`src/rtl/lockdet_pkg.sv`:
```
package lockdet_pkg;

    typedef enum logic [1:0] {
        LS_LOCKED   = 2'd0,
        LS_UNLOCKED = 2'd1,
        LS_PWRDN    = 2'd2
    } lock_state_t;

    typedef enum logic [1:0] {
        SEL_LOOP_A = 2'd0,
        SEL_LOOP_B = 2'd1,
        SEL_ANY    = 2'd2,
        SEL_ANY_X  = 2'd3
    } pin_sel_t;

    localparam int NUM_LOOPS = 2;

endpackage

```
`src/rtl/lockdet_loop.sv`:
```
module lockdet_loop
    import lockdet_pkg::*;
#(
    parameter int ERR_LIMIT = 4
) (
    input  logic clk,
    input  logic rst_n,
    input  logic up_i,
    input  logic dn_i,
    input  logic ref_i,
    input  logic pd_i,
    output logic ool_o
);

    localparam int CW = $clog2(ERR_LIMIT + 1);
    localparam logic [CW-1:0] LIMIT_C = CW'(ERR_LIMIT);

    logic          act;
    logic          wide_now;
    logic [CW-1:0] run_q;
    logic          seen_q;
    lock_state_t   state_q, state_d;

    assign act      = up_i | dn_i;
    assign wide_now = act && (run_q == LIMIT_C);

    // run length of preceding active cycles, saturating at the limit
    always_ff @(posedge clk or negedge rst_n) begin
        if (!rst_n) begin
            run_q <= '0;
        end else if (pd_i || !act) begin
            run_q <= '0;
        end else if (run_q != LIMIT_C) begin
            run_q <= run_q + 1'b1;
        end
    end

    // wide error seen in the current reference period
    always_ff @(posedge clk or negedge rst_n) begin
        if (!rst_n) begin
            seen_q <= 1'b0;
        end else if (pd_i) begin
            seen_q <= 1'b0;
        end else if (ref_i) begin
            seen_q <= wide_now;
        end else begin
            seen_q <= seen_q | wide_now;
        end
    end

    always_comb begin
        state_d = state_q;
        unique case (state_q)
            LS_LOCKED: begin
                if (pd_i)          state_d = LS_PWRDN;
                else if (wide_now) state_d = LS_UNLOCKED;
            end
            LS_UNLOCKED: begin
                if (pd_i)                                state_d = LS_PWRDN;
                else if (ref_i && !seen_q && !wide_now)  state_d = LS_LOCKED;
            end
            LS_PWRDN: begin
                if (!pd_i) state_d = LS_LOCKED;
            end
            default: state_d = LS_LOCKED;
        endcase
    end

    always_ff @(posedge clk or negedge rst_n) begin
        if (!rst_n) state_q <= LS_LOCKED;
        else        state_q <= state_d;
    end

    always_comb begin
        ool_o = (state_q == LS_UNLOCKED);
    end

    p_cnt_bound_r2: assert property (@(posedge clk) disable iff (!rst_n)
        run_q <= LIMIT_C)
        else $error("run counter above limit");

    p_set_needs_wide_r2: assert property (@(posedge clk) disable iff (!rst_n)
        $rose(ool_o) |-> $past(wide_now))
        else $error("flag set without a wide run");

    p_clear_at_strobe_r3: assert property (@(posedge clk) disable iff (!rst_n)
        $fell(ool_o) |-> ($past(ref_i) || $past(pd_i)))
        else $error("flag cleared away from a strobe");

    p_pd_locked_r7: assert property (@(posedge clk) disable iff (!rst_n)
        pd_i |=> !ool_o)
        else $error("powered-down loop flagged");

endmodule

```
`src/rtl/lockdet_pinmux.sv`:
```
module lockdet_pinmux
    import lockdet_pkg::*;
(
    input  logic [NUM_LOOPS-1:0] ool_i,
    input  logic [1:0]           sel_i,
    input  logic                 det_en_i,
    input  logic                 port_bit_i,
    output logic                 pin_n_o
);

    logic flagged;

    always_comb begin
        unique case (pin_sel_t'(sel_i))
            SEL_LOOP_A: flagged = ool_i[0];
            SEL_LOOP_B: flagged = ool_i[1];
            SEL_ANY,
            SEL_ANY_X:  flagged = |ool_i;
            default:    flagged = |ool_i;
        endcase
        pin_n_o = det_en_i ? ~flagged : port_bit_i;
    end

endmodule

```
`src/rtl/lockdet_dual.sv`:
```
module lockdet_dual
    import lockdet_pkg::*;
#(
    parameter int ERR_LIMIT = 4
) (
    input  logic       clk,
    input  logic       rst_n,
    input  logic       up_a,
    input  logic       dn_a,
    input  logic       ref_a,
    input  logic       pd_a,
    input  logic       up_b,
    input  logic       dn_b,
    input  logic       ref_b,
    input  logic       pd_b,
    input  logic       det_en,
    input  logic [1:0] sel,
    input  logic       port_bit,
    output logic       pin_n,
    output logic       ool_a,
    output logic       ool_b
);

    logic [NUM_LOOPS-1:0] up_v, dn_v, ref_v, pd_v, ool_v;

    assign up_v  = {up_b, up_a};
    assign dn_v  = {dn_b, dn_a};
    assign ref_v = {ref_b, ref_a};
    assign pd_v  = {pd_b, pd_a};

    for (genvar g = 0; g < NUM_LOOPS; g++) begin : g_loop
        lockdet_loop #(.ERR_LIMIT(ERR_LIMIT)) u_loop (
            .clk   (clk),
            .rst_n (rst_n),
            .up_i  (up_v[g]),
            .dn_i  (dn_v[g]),
            .ref_i (ref_v[g]),
            .pd_i  (pd_v[g]),
            .ool_o (ool_v[g])
        );
    end

    lockdet_pinmux u_mux (
        .ool_i      (ool_v),
        .sel_i      (sel),
        .det_en_i   (det_en),
        .port_bit_i (port_bit),
        .pin_n_o    (pin_n)
    );

    assign ool_a = ool_v[0];
    assign ool_b = ool_v[1];

    p_low_means_ool_r5: assert property (@(posedge clk) disable iff (!rst_n)
        (det_en && !pin_n) |-> (ool_a || ool_b))
        else $error("pin low with both loops locked");

    p_sel_a_r4: assert property (@(posedge clk) disable iff (!rst_n)
        (det_en && sel == 2'd0) |-> (pin_n == !ool_a))
        else $error("pin does not follow loop A");

    p_sel_b_r4: assert property (@(posedge clk) disable iff (!rst_n)
        (det_en && sel == 2'd1) |-> (pin_n == !ool_b))
        else $error("pin does not follow loop B");

endmodule

```
`config.mk`:
```
export PLATFORM = sky130hd
export DESIGN_NAME = lockdet_dual
export DESIGN_NICKNAME = d
export VERILOG_FILES = /design/src/rtl/lockdet_pkg.sv /design/src/rtl/lockdet_loop.sv /design/src/rtl/lockdet_pinmux.sv /design/src/rtl/lockdet_dual.sv
export SDC_FILE = /design/constraint.sdc
export NUM_CORES = 1
export LEC_CHECK = 0
export BUFFER_PORTS_ARGS = -buffer_cell sky130_fd_sc_hd__buf_4
export CAP_MARGIN = 20
export CORE_AREA = 2 2 39 41
export DETAILED_ROUTE_END_ITERATION = 8
export DIE_AREA = 0 0 41 43
export MAX_ROUTING_LAYER = met4
export PLACE_DENSITY = 0.74
export SYNTH_ARGS = -nofsm -noshare
export SYNTH_HDL_FRONTEND = slang
export SYNTH_HIERARCHICAL = 1
export SYNTH_SLANG_ARGS = --single-unit
```
`constraint.sdc`:
```
create_clock -name clk -period 2.39 [get_ports clk]
set_clock_uncertainty 0.1 [all_clocks]
set_input_delay 0.239 -clock clk [delete_from_list [all_inputs] [get_ports clk]]
set_output_delay 0.239 -clock clk [all_outputs]
set_load 0.01 [all_outputs]
```
Word level (Yosys, flattened, before mapping). Index checks and enable logic that the tools add are counted. W data, S select, Z words.

Output and inout bits: 3. Logic and storage cells: 75. Input port bits: 14. Register bits after elaboration: 12.

Muxes and demuxes: 22. Reductions and logical operators: 23. Bitwise logic cells: 5. Equality and inequality tests: 17. Add/sub/neg operators: 2.

Operators with widths (count): $mux W2 (10); $mux W3 (4); $ne A3 B2 Y1 const B (4); $pmux W2 S3 (2); $eq A2 B2 Y1 const B (4); $add A3 B1 Y3 const B (2); $eq A2 B1 Y1 const B (3); $eq A3 B3 Y1 const B (2); $logic_and A1 B1 Y1 (6); $logic_not A1 Y1 (6); $logic_not A2 Y1 (3); $ne A3 B3 Y1 const B (2); $reduce_and A3 Y1 (2); $mux W1 (5); $ne A2 B2 Y1 const B (2); $or A1 B1 Y1 (4); $reduce_bool A2 Y1 (2); $reduce_or A2 Y1 (2); $pmux W1 S3 (1); $logic_or A1 B1 Y1 (2); $not A1 Y1 (1).

Longest topological paths before layout. Gate-level depths: netlist of run 1.

Depth after elaboration: 7. Gate-level depth with buffers: 5. Mapped depth without buffers: 5.

By module. The synthesis of run 1 kept the hierarchy.

Modules (own cells, without submodules): lockdet_loop (seq. area each 150.1 um2, cells an instance 29, times used 2, area each 304.0 um2); lockdet_pinmux (seq. area each 0.0 um2, cells an instance 6, times used 1, area each 28.8 um2).

Worst setup path after synthesis of run 1. No wires, ideal clock.

Path kind: reg-to-output. Start: reg g_loop[1].u_loop.state_q[1]. End: out pin_n. Stages on the path, launching flop included: 5. Data required time: 2051 ps. Arrival time: 1038 ps. Setup slack: 1013 ps. Buffers on the path: 0. Path through: dfrtp_1 -> nor2b_1 -> o21ai_1 -> a22oi_1 -> a21oi_1.

Cells in the longest elaborated chain, start to end: 5.

RTL lines: start, declared (line lockdet_loop.sv:22) `lock_state_t state_q, state_d;`; start signal, assigned (line lockdet_loop.sv:71) `else state_q <= state_d;`; $eq A2 B1 Y1 * (line lockdet_loop.sv:75) `ool_o = (state_q == LS_UNLOCKED);`; via ool_b (line lockdet_dual.sv:21) `output logic ool_b`; $reduce_or A2 Y1; $pmux W1 S3 * (line lockdet_pinmux.sv:14) `unique case (pin_sel_t'(sel_i))`; $not A1 Y1 * (line lockdet_pinmux.sv:21) `pin_n_o = det_en_i ? ~flagged : port_bit_i;`; $mux W1 * (line lockdet_pinmux.sv:21); end, declared (line lockdet_dual.sv:19) `output logic pin_n,`.

Mark *: on every way through the listed nets, which the timed path passes. The rest lies on a longest branch.

Worst setup path in the final report of run 1.
Start: reg g_loop[1].u_loop.state_q[1]. End: out pin_n.

Cells in the longest elaborated chain, start to end: 5.

RTL lines (line): $eq A2 B1 Y1 * (lockdet_loop.sv:75); $reduce_or A2 Y1; $pmux W1 S3 * (lockdet_pinmux.sv:14); $not A1 Y1 * (lockdet_pinmux.sv:21); $mux W1 * (lockdet_pinmux.sv:21).

Every way passes the cells marked *; elsewhere a longest branch is shown, timed or not.

==> results of run 1 <==
## worst paths after layout
check,slack (ns),cells after the start,endpoint,startpoint
setup / recovery,0.66,5,pin_n,g_loop[1].u_loop/state_q[1]
hold / removal,0.05,2,g_loop[0].u_loop/seen_q,pd_a
setup reg to reg,1.18,5,g_loop[0].u_loop/run_q[0],g_loop[0].u_loop/run_q[0]
hold reg to reg,0.35,1,g_loop[0].u_loop/state_q[0],g_loop[0].u_loop/state_q[1]
max in group asynchronous,1.78,2,g_loop[0].u_loop/run_q[2],rst_n
min in group asynchronous,0.26,2,g_loop[1].u_loop/seen_q,rst_n
## per-stage QoR
step,total power [W],area (sq um),hold WS (ns),instances,setup WS (ns)
6_report,0.0004426,823.3,0.05267,101,0.6583
2_1_floorplan,0.0002554,636.9,-0.1566,64,1.013
3_5_place_dp,0.0002896,777.0,-0.01600,96,0.9375
3_3_place_gp,0.0002875,777.0,-0.01254,96,1.010
5_1_grt,0.0004692,823.3,0.04324,101,0.5811
4_1_cts,0.0004504,823.3,0.03960,101,0.6377
## layer usage
| layer | part of all wire, % | track usage (%) |
|---|---|---|
| met1 | 41 | 17.81 |
| met2 | 53 | 27.81 |
| met3 | 4.0 | 1.571 |
| met4 | 2.0 | 10.00 |
| met5 | 0 | - |
## cell type report
class                   instances  area, sq um
clock buffers                   4        36.28
fillers                       117        560.5
inverters                       7        26.28
multi-input cells              45        310.3
flip-flops and latches         12        300.3
well taps                      16        20.02
repair buffers                 17        130.1
## registers in the layout, summed over array words and instances, names as in the netlist
signal and flops:
g_loop.u_loop/run_q 6, g_loop.u_loop/seen_q 2, g_loop.u_loop/state_q 4
## cells by family (layout without fill, tap and decap cells)
group / after synthesis / in the layout
flip-flops: 12 / 12
adder cells (fa/ha/maj): 4 / 4
AND/OR/NAND/NOR: 22 / 22
buffers and inverters: 7 / 28
XOR/XNOR: 2 / 2
AO/OA/AOI/OAI: 17 / 17
## power breakdown
group          internal [W]  switching (W)  total (W)
Combinational     0.0000343      0.0000316  0.0000659
Sequential         0.000212     0.00000826   0.000220
Clock             0.0000924      0.0000641   0.000156
Total              0.000339       0.000104   0.000443
## Yosys cell counts, drive strengths merged
master	number
dfrtp	12
nor3	2
o21ai	3
nand3	2
xnor2	2
a22oi	1
nor2	8
o211ai	2
ha	4
a211oi	2
a21oi	5
a21boi	2
o21bai	2
nor2b	2
inv	7
nand2	8
==> key figures, run 1 <==
GRT
  • Pin count of the biggest net entering global routing: 13
  • GRT Residual Overflow: 0
  • Vias in the first global route: 514
  • First-pass GRT wire length: 1938 um
  • Gr usage total: between 10% and 20%
  • Initial antenna violation count: 0

Routing
  • Avg WL per Cell: 11.04 um
  • Final wirelength: 1115 um
  • Vias/cell: 5.089
  • Drt drc: 0
  • Vias: 514
  • Initial DRC Count: 9
  • First-pass DRT Iterations: 4
  • Final ANT Viol Nets: 0

Synthesis
  • Syn. warnings: 6
  • Top cell type's share of synthesized area: 47.15%
  • Area contributors post-synth: dfrtp_1 47%, ha_1 7.9%, o21bai_4 5.9%
  • Mux share of post-synthesis cell area: 0%
  • Library cells used by synthesis: 17
  • Yosys top cell by area: dfrtp_1
  • Synthesized Nets: 82
  • Syn avg cell area: 9.951 sq um
  • Synth Register Bits: 12
  • Mapped Area: 636.9 sq um
  • Compound-cell area share of the yosys netlist: 23.58%
  • Mapped Cells: 64
  • Area share of fa/ha/maj cells after synthesis: 7.859%
  • Seq/Total Area, Yosys: 47.15%
  • Synth Area in Simple Gates: 14.54%
  • Post-synthesis xor/xnor area fraction: 2.750%
  • Largest family of logic cells by synthesized area: compound AO/OA/AOI/OAI gates

Die
  • Ports: 17
  • Die ar.: 1763 sq um
  • Core area: between 1000 and 1500 sq um
  • Die Ht: 43 um
  • # rows: 14
  • Initial Utilization: ~46%
  • Die width: 41 um

Clock network
  • TritonCTS Buffers: 3
  • PostCTS Resize Cnt: 0
  • Worst-Skew Late Latency: 0.26 ns
  • Clock tree sinks: 12
  • Setup Fix Bufs, Post-CTS: 0
  • TritonCTS clock tree: built
  • H-tree Lvls: 1
  • CTS Buffer Depth: 2
  • Clock transition at path regs: 0.07 ns
  • Clock root cell: clkbuf_4
  • Hold buffer count at CTS: 1

Layout
  • Final core occ: 59.49%
  • Most frequent cells in the layout: 16 x buf_4, 12 x dfrtp_1, 8 x nand2_1, 8 x nor2_1, 7 x inv_1
  • # diodes: 0
  • Commonest non-fill, non-tap cell in the layout: buf_4
  • Final net count: ~100
  • Area Growth Syn to Fin: 29.27%
  • Layout cells sized above 1: 30.59%

Worst setup path
  • Crit path cell chain: nor2b_1 > o21ai_1 > a22oi_1 > a21oi_1 > buf_4
  • Max incr delay on CP: about 0.4 ns
  • Critical path class: reg2out
  • Critical path required time: roughly 2.1 ns
  • CP top delay family: flip-flops
  • Buf/Inv on CP: 1
  • CP arrival: 1.39 ns
  • CP max stage cell: dfrtp_1
  • Worst setup EP type: primary output
  • Crit Path Max Fanout: 3
  • Crit start category: flip-flop

Worst hold path
  • Hold Crit Class: in2reg

Timing
  • Slew Viols, Final: 0
  • RSZ-0062 raised after global routing: no
  • Final Cycle Share: 72.46%
  • Tmin final: approximately 1.7 ns
  • Setup TNS: 0 ns
  • Max Fclk: roughly 580 MHz
  • Final hold viol count: 0
  • Slew HR: 85.64%
  • Setup-failing EPs final: 0
  • Transition time of the tightest slew-check pin: about 0.21 ns

Status
  • Status: completed

Place
  • Hpwl dp: 905.6 um
  • Port Buffer Count: 16
  • Gpl congestion: 0.8626

Power
  • PwrDens: 537.6 nW/um^2
  • Worst vdd ir: 0.2925 mV
  • Leak: 0.3790 nW

Job
  • Max Cap Violations: 0
No activity file was read; power rests on OpenSTA's default activity.
==> inputs of run 2 (changes only) <==
ABC_AREA = 1   (was not set)
CORE_AREA = not set   (was 2 2 39 41)
CORE_MARGIN = 1.5   (was not set)
CORE_UTILIZATION = 45   (was not set)
DIE_AREA = not set   (was 0 0 41 43)
PLACE_DENSITY = 0.72   (was 0.74)
clock period = 1.5 ns   (was 2.39 ns; I/O delays follow)
==> run 2 against run 1 <==
Compared with the run above:
- cell area is 9.7% higher
- routed wire length grew 19%
- die area increased by 0.22%
- via count rose by 21%
- hold slack lost 0.026 ns
- non-clock buffer count up 3
==> key figures, run 2 <==
Status
  • Status: completed (unchanged)

GRT
  • First-pass GRT wire length: 2346 um (was 1938 um)
  • Pin count of the biggest net entering global routing: 13 (unchanged)
  • Gr usage total: 18.06% (was 16.68%)
  • Initial antenna violation count: 0 (unchanged)
  • Vias in the first global route: 596 (was 514)
  • GRT Residual Overflow: 0 (unchanged)

Timing
  • Tmin final: 1.414 ns
  • Final Cycle Share: between 90 and 100%
  • Slew HR: 89.24% (was 85.64%)
  • Slew Viols, Final: 0 (unchanged)
  • Final WS setup: 0.08558 ns (was 0.6583 ns)
  • Max Fclk: 707.0 MHz
  • Transition time of the tightest slew-check pin: 0.1602 ns (was 0.2131 ns)
  • Setup-failing EPs final: 0 (unchanged)
  • Hold_ws: 0.02617 ns (was 0.05267 ns)
  • Setup TNS: 0 ns (unchanged)
  • Final hold viol count: 0 (unchanged)

Synthesis
  • Mux share of post-synthesis cell area: 0% (unchanged)
  • Mapped Cells: 92 (was 64)
  • Top cell type's share of synthesized area: 43.80% (was 47.15%)
  • Synth cell count leaders: 20 x inv_1, 18 x nand2_1, 12 x dfrtp_1, 12 x nor2_1 (was 12 x dfrtp_1, 8 x nand2_1, 8 x nor2_1)
  • Synth async-reset ratio: 100.0% (unchanged)
  • Synth Area in Simple Gates: 29.20% (was 14.54%)
  • Most used DFF post-synth: dfrtp_1 (unchanged)
  • Post-synthesis xor/xnor area fraction: 2.555% (was 2.750%)
  • Largest family of logic cells by synthesized area: simple AND/OR/NAND/NOR gates (was compound AO/OA/AOI/OAI gates)
  • Library cells used by synthesis: 13 (was 17)
  • Syn. warnings: 6 (unchanged)
  • Mapped Area: 685.7 sq um (was 636.9 sq um)
  • Most instantiated library cell after synthesis: inv_1 (was dfrtp_1)
  • Syn avg cell area: 7.453 sq um (was 9.951 sq um)
  • Synthesized Nets: 110 (was 82)
  • Area share of fa/ha/maj cells after synthesis: 7.299% (was 7.859%)
  • Seq/Total Area, Yosys: 43.80% (was 47.15%)
  • Yosys top cell by area: dfrtp_1 (unchanged)
  • Compound-cell area share of the yosys netlist: 5.109% (was 23.58%)
  • EDFF count, synth: 0 (unchanged)
  • Synth Register Bits: 12 (unchanged)
  • Area contributors post-synth: dfrtp_1 44%, inv_1 11%, nand2_1 9.9% (was dfrtp_1 47%, ha_1 7.9%, o21bai_4 5.9%)

Routing
  • Final ANT Viol Nets: 0 (unchanged)
  • Final wirelength: 1330 um (was 1115 um)
  • Vias: 623 (was 514)
  • First-pass DRT Iterations: 4 (unchanged)
  • Drt drc: 0 (unchanged)
  • Vias/cell: 4.756 (was 5.089)
  • Initial DRC Count: 12 (was 9)
  • Avg WL per Cell: 10.15 um (was 11.04 um)

Layout
  • Most frequent cells in the layout: 20 x inv_1, 18 x nand2_1, 17 x buf_4 (was 16 x buf_4, 12 x dfrtp_1, 8 x nand2_1, 8 x nor2_1, 7 x inv_1)
  • Biggest regs: g_loop.u_loop/run_q x6, g_loop.u_loop/state_q x4, g_loop.u_loop/seen_q x2 (unchanged)
  • Commonest non-fill, non-tap cell in the layout: inv_1 (was buf_4)
  • Final net count: 135 (was 104)
  • Max reg flops: 6 (unchanged)
  • # diodes: 0 (unchanged)
  • Most flops, register: g_loop.u_loop/run_q (unchanged)
  • Area Growth Syn to Fin: 31.75% (was 29.27%)
  • Fill cells: 124 (was 117)
  • Fin area: 903.4 sq um (was 823.3 sq um)
  • Layout cells sized above 1: 26.72% (was 30.59%)

Power
  • Sequential power share: 47.2% (was 49.8%)
  • Switching portion of total power: 26.94% (was 23.48%)
  • Gate power share: 17.4% (was 14.9%)
  • Worst vdd ir: 0.5879 mV (was 0.2925 mV)
  • Switching power: 0.0002048 W (was 0.0001039 W)
  • Leak: 0.5142 nW (was 0.3790 nW)
  • PwrDens: 841.7 nW/um^2 (was 537.6 nW/um^2)
  • Power share of the clock group: 35.4% (about the same)
  • Int Power: 0.0005555 W (was 0.0003387 W)

Clock network
  • H-tree Lvls: 1 (unchanged)
  • Worst-Skew Late Latency: 0.28 ns (was 0.26 ns)
  • Clock root cell: clkbuf_4 (unchanged)
  • CTS Buffer Depth: 2 (unchanged)
  • TritonCTS Buffers: 3 (unchanged)
  • Clock transition at path regs: 0.08 ns (was 0.07 ns)
  • TritonCTS clock tree: built (unchanged)
  • Clock tree sinks: 12 (unchanged)

Worst setup path
  • Worst setup path startpoint: g_loop[0].u_loop/state_q[1] (was g_loop[1].u_loop/state_q[1])
  • Critical path required time: 1.25 ns (was 2.05 ns)
  • Critical path class: reg2out (unchanged)
  • FF-to-FF End: g_loop[0].u_loop/state_q[0] (was g_loop[0].u_loop/run_q[0])
  • Crit start category: flip-flop (unchanged)
  • R2R Setup Slk: 0.25 ns (was 1.18 ns)
  • Crit Path Max Fanout: 4 (was 3)
  • CP arrival: 1.16 ns (was 1.39 ns)
  • R2R cell count: 8 (was 5)
  • Worst setup path endpoint: pin_n (unchanged)
  • R2R Path Start: g_loop[0].u_loop/run_q[0] (unchanged)
  • Worst setup EP type: primary output (unchanged)

Place
  • Port Buffer Count: 16 (unchanged)
  • Post-DP Area: 824.5 sq um (was 777.0 sq um)
  • Setup WS pre-CTS: 0.2667 ns (was 0.9375 ns)
  • Gpl congestion: 0.8304 (was 0.8626)
  • Hpwl dp: 987.8 um (was 905.6 um)

Die
  • Core area: 1366 sq um (was 1384 sq um)
  • Die ar.: 1767 sq um (was 1763 sq um)
  • Die width: 42.04 um (was 41 um)
  • Ports: 17 (unchanged)
  • Initial Utilization: 50.18% (was 46.02%)
  • # rows: 13 (was 14)
  • Die Ht: 42.04 um (was 43 um)

Job
  • Max Cap Violations: 0 (unchanged)

Worst hold path
  • Hold Crit Class: in2reg (unchanged)
[run 2: critical path, stage by stage, from the launching register on]
cell	delay, ns
dfrtp_1	0.43
nor2_2	0.14
nand2_1	0.06
nand3_1	0.07
nand2_1	0.05
buf_4	0.13
[run 2: worst min path at each step]
stage | startpoint | endpoint | slack [ns] | cells past startpoint
4_1_cts | ref_a | g_loop[0].u_loop/seen_q | 0.01 | 4
3_5_place_dp | rst_n | g_loop[0].u_loop/run_q[2] | -0.10 | 1
5_1_grt | ref_b | g_loop[1].u_loop/seen_q | 0.03 | 4
6_report | ref_b | g_loop[1].u_loop/seen_q | 0.03 | 4
2_1_floorplan | rst_n | g_loop[0].u_loop/run_q[0] | -0.25 | 0
3_3_place_gp | rst_n | g_loop[0].u_loop/run_q[2] | -0.10 | 1
[run 2: final cells by class]
cell class / instances / area [sq um] / share of cell area, %
Timing Repair Buffer: 20 / 157.7 / 17.45
Multi-Input combinational cell: 58 / 307.8 / 34.07
Inverter: 22 / 82.58 / 9.141
Clock buffer: 4 / 36.28 / 4.017
Sequential cell: 12 / 300.3 / 33.24
Tap cell: 15 / 18.77 / 2.078
[run 2: timing repair]
item / in CTS / in global routing
endpoints found under the hold margin: 14 / 0
gates resized for setup: 0 / 2
endpoints found under the setup margin: 0 / 1
hold buffers: 3 / 0
buffers inserted: 0 / 1
[run 2: power by group through the flow]
stage | combinational (W) | sequential (W) | clock (W)
2_1_floorplan | 0.0000730 | 0.000361 | 0
3_3_place_gp | 0.000119 | 0.000364 | 0
3_5_place_dp | 0.000124 | 0.000365 | 0
4_1_cts | 0.000131 | 0.000359 | 0.000280
5_1_grt | 0.000151 | 0.000363 | 0.000294
6_report | 0.000132 | 0.000359 | 0.000269
[run 2: cell families after synthesis]
group / count (synthesis)
compound gates: 7
xor+xnor: 2
fa+ha+maj: 4
buf+inv: 22
flops: 12
simple gates: 45
[run 2: per-layer routing]
| metal | track usage [%] | vias to the layer above | part of all wire [%] |
|---|---|---|---|
| li1 | - | 323 | - |
| met4 | 11.25 | 0 | 2.6 |
| met1 | 24.03 | 281 | 48 |
| met5 | - | - | 0 |
| met2 | 25.94 | 15 | 45 |
| met3 | 2.586 | 4 | 4.1 |
[run 2: stage by stage]
stage / utilization (%) / std cells / power, W
after floorplan: - / 92 / 0.0004343
after global placement: 60.35 / 123 / 0.0004839
after detailed placement: 60.35 / 123 / 0.0004897
after CTS: 65.20 / 130 / 0.0007699
after global routing: 66.12 / 131 / 0.0008080
final: 66.12 / 131 / 0.0007604
==> inputs of run 3 (changes only) <==
BUFFER_PORTS_ARGS = -buffer_cell sky130_fd_sc_hd__clkbuf_2   (was -buffer_cell sky130_fd_sc_hd__buf_4)
==> run 3 against run 2 <==
Compared with the run above:
- via count fell by 4.5%
- clock-buffer cell count did not move
- register-to-register slack improved by 0.02 ns
- combinational power fell by 11%
- highest routed layer unchanged
- largest cell class unchanged
- cell area fell by 5.3%
==> key figures, run 3 (synthesis gave the netlist of run 2 again) <==
Routing
  • Avg WL per Cell: 9.446 um (was 10.15 um)
  • Vias: 595 (was 623)
  • Initial DRC Count: 5 (was 12)
  • Final wirelength: 1228 um (was 1330 um)
  • Final ANT Viol Nets: 0 (unchanged)
  • First-pass DRT Iterations: 4 (unchanged)
  • Vias/cell: 4.577 (was 4.756)
  • Drt drc: 0 (unchanged)

Layout
  • Layout cells sized above 1: 26.96% (was 26.72%)
  • Fill cells: 134 (was 124)
  • Most frequent cells in the layout: 19 x inv_1, 18 x nand2_1, 16 x clkbuf_2 (was 20 x inv_1, 18 x nand2_1, 17 x buf_4)
  • # diodes: 0 (unchanged)
  • Most flops, register: g_loop.u_loop/run_q (unchanged)
  • Finished Layout Cells: 130 (was 131)
  • Max reg flops: 6 (unchanged)
  • Commonest non-fill, non-tap cell in the layout: inv_1 (unchanged)
  • Biggest regs: g_loop.u_loop/run_q x6, g_loop.u_loop/state_q x4, g_loop.u_loop/seen_q x2 (unchanged)
  • Final net count: 134 (was 135)
  • Area Growth Syn to Fin: 24.82% (was 31.75%)
  • Final core occ: 62.64% (was 66.12%)

Worst setup path
  • Worst setup EP type: primary output (unchanged)
  • CP max stage cell: dfrtp_1 (unchanged)
  • Crit path cell chain: nor2_2 > nand2_1 > nand3_1 > nand2_1 > clkbuf_2 (was nor2_2 > nand2_1 > nand3_1 > nand2_1 > buf_4)
  • CP top delay family: flip-flops (unchanged)
  • Max incr delay on CP: 0.42 ns (was 0.43 ns)
  • R2R Path Start: g_loop[0].u_loop/run_q[0] (unchanged)
  • Buf/Inv on CP: 1 (unchanged)
  • Crit start category: flip-flop (unchanged)
  • Crit Path Max Fanout: 4 (unchanged)
  • Critical path required time: 1.25 ns (about the same)
  • Worst setup path startpoint: g_loop[0].u_loop/state_q[1] (unchanged)
  • Most used cell, CP: nand2_1 (unchanged)
  • Critical path class: reg2out (unchanged)
  • CP arrival: 1.13 ns (was 1.16 ns)

Timing
  • RSZ-0062 raised after global routing: no
  • Setup-failing EPs final: 0 (unchanged)
  • Final Cycle Share: 91.72% (was 94.29%)
  • Max Fclk: 726.9 MHz (was 707.0 MHz)
  • Slew HR: 80.02% (was 89.24%)
  • Setup TNS: 0 ns (unchanged)
  • Hold_ws: 0.03530 ns (was 0.02617 ns)
  • Slew Viols, Final: 0 (unchanged)
  • Transition time of the tightest slew-check pin: 0.2998 ns (was 0.1602 ns)
  • Final hold viol count: 0 (unchanged)
  • Tmin final: 1.376 ns (was 1.414 ns)

Power
  • PwrDens: 857.8 nW/um^2 (was 841.7 nW/um^2)
  • Power share of the clock group: 35.1% (was 35.4%)
  • Switching power: 0.0001914 W (was 0.0002048 W)
  • Leak: 0.4990 nW (was 0.5142 nW)
  • Sequential power share: 48.9% (was 47.2%)
  • Int Power: 0.0005427 W (was 0.0005555 W)
  • Worst vdd ir: 0.5595 mV (was 0.5879 mV)
  • Gate power share: 15.9% (was 17.4%)
  • Tot Pwr: 0.0007341 W (was 0.0007604 W)
  • Switching portion of total power: 26.08% (was 26.94%)

Clock network
  • Clock transition at path regs: 0.08 ns (about the same)
  • TritonCTS Buffers: 3 (unchanged)
  • Worst-Skew Late Latency: 0.27 ns (was 0.28 ns)
  • Clock root cell: clkbuf_4 (unchanged)
  • Setup Fix Bufs, Post-CTS: 0 (unchanged)
  • CTS Buffer Depth: 2 (unchanged)
  • Clock tree sinks: 12 (unchanged)
  • H-tree Lvls: 1 (unchanged)
  • TritonCTS clock tree: built (unchanged)

Die
  • # rows: 13 (unchanged)
  • Die Ht: 42.04 um (unchanged)
  • Core area: 1366 sq um (unchanged)
  • Die ar.: 1767 sq um (unchanged)
  • Die width: 42.04 um (unchanged)
  • Initial Utilization: 50.18% (unchanged)
  • Ports: 17 (unchanged)

GRT
  • Initial antenna violation count: 0 (unchanged)
  • Gr usage total: 17.67% (was 18.06%)
  • Vias in the first global route: 600 (was 596)
  • First-pass GRT wire length: 2297 um (was 2346 um)
  • GRT Residual Overflow: 0 (unchanged)
  • Pin count of the biggest net entering global routing: 13 (unchanged)

Place
  • Gpl congestion: 0.8412 (was 0.8304)
  • Hpwl dp: 955.6 um (was 987.8 um)
  • Placed cells: 123 (unchanged)
  • Port Buffer Count: 16 (unchanged)

Worst hold path
  • Hold wc startpoint: ref_b (unchanged)
  • Hold Crit Class: in2reg (unchanged)

Status
  • Status: completed (unchanged)

Job
  • Max Cap Violations: 0 (unchanged)
## run 3: cell types whose count changed in the layout (fill, tap and decap cells not counted), sizes merged
cell / change
clkbuf: +16
buf: -17
## run 3: final timing paths
check	cells past startpoint	endpoint	slack, ns
max in group asynchronous	2	g_loop[1].u_loop/state_q[1]	0.88
min in group asynchronous	2	g_loop[1].u_loop/run_q[2]	0.19
setup reg to reg	8	g_loop[0].u_loop/state_q[0]	0.27
setup / recovery	5	pin_n	0.12
hold / removal	4	g_loop[1].u_loop/seen_q	0.04
hold reg to reg	1	g_loop[0].u_loop/state_q[1]	0.37
## run 3: routing by layer
layer	track usage (%)	part of all wire (%)	up-vias
li1	-	-	328
met1	20.94	50	256
met2	28.13	46	9
met3	3.879	2.8	2
met4	9.375	0.98	0
met5	-	0	-
## run 3: stage by stage
stage	setup slack [ns]	cell area (sq um)
final	0.1243	855.8
after global routing	0.005512	855.8
after CTS	0.08258	850.8
after detailed placement	0.2736	784.5
after global placement	0.2857	784.5
after floorplan	0.3692	685.7
## run 3: area by class of cell
cell class                      instances  area, sq um  area share, %
Tap cell                               15        18.77          2.193
Inverter                               22        82.58          9.649
Multi-Input combinational cell         58        307.8          35.96
Clock buffer                            4        36.28          4.240
Timing Repair Buffer                   19        110.1          12.87
Sequential cell                        12        300.3          35.09
## run 3: tightest hold or removal path, delay by kind of cell
kind                   cells  cell delay [ns]
buffers and inverters      2             0.12
AO/OA/AOI/OAI              1             0.06
AND/OR/NAND/NOR            1             0.05
## run 3: repair_timing
| item | in CTS | in global routing |
|---|---|---|
| hold endpoints to repair | 14 | 0 |
| hold buffers | 3 | 0 |
| gates resized for setup | 0 | 3 |
| setup endpoints to repair | 0 | 1 |
## run 3: power groups by stage
stage          logic [W]  clock network [W]  registers [W]
3_3_place_gp    0.000109                  0       0.000365
3_5_place_dp    0.000112                  0       0.000365
5_1_grt         0.000142           0.000286       0.000361
6_report        0.000117           0.000258       0.000359
4_1_cts         0.000119           0.000273       0.000359
2_1_floorplan  0.0000730                  0       0.000361
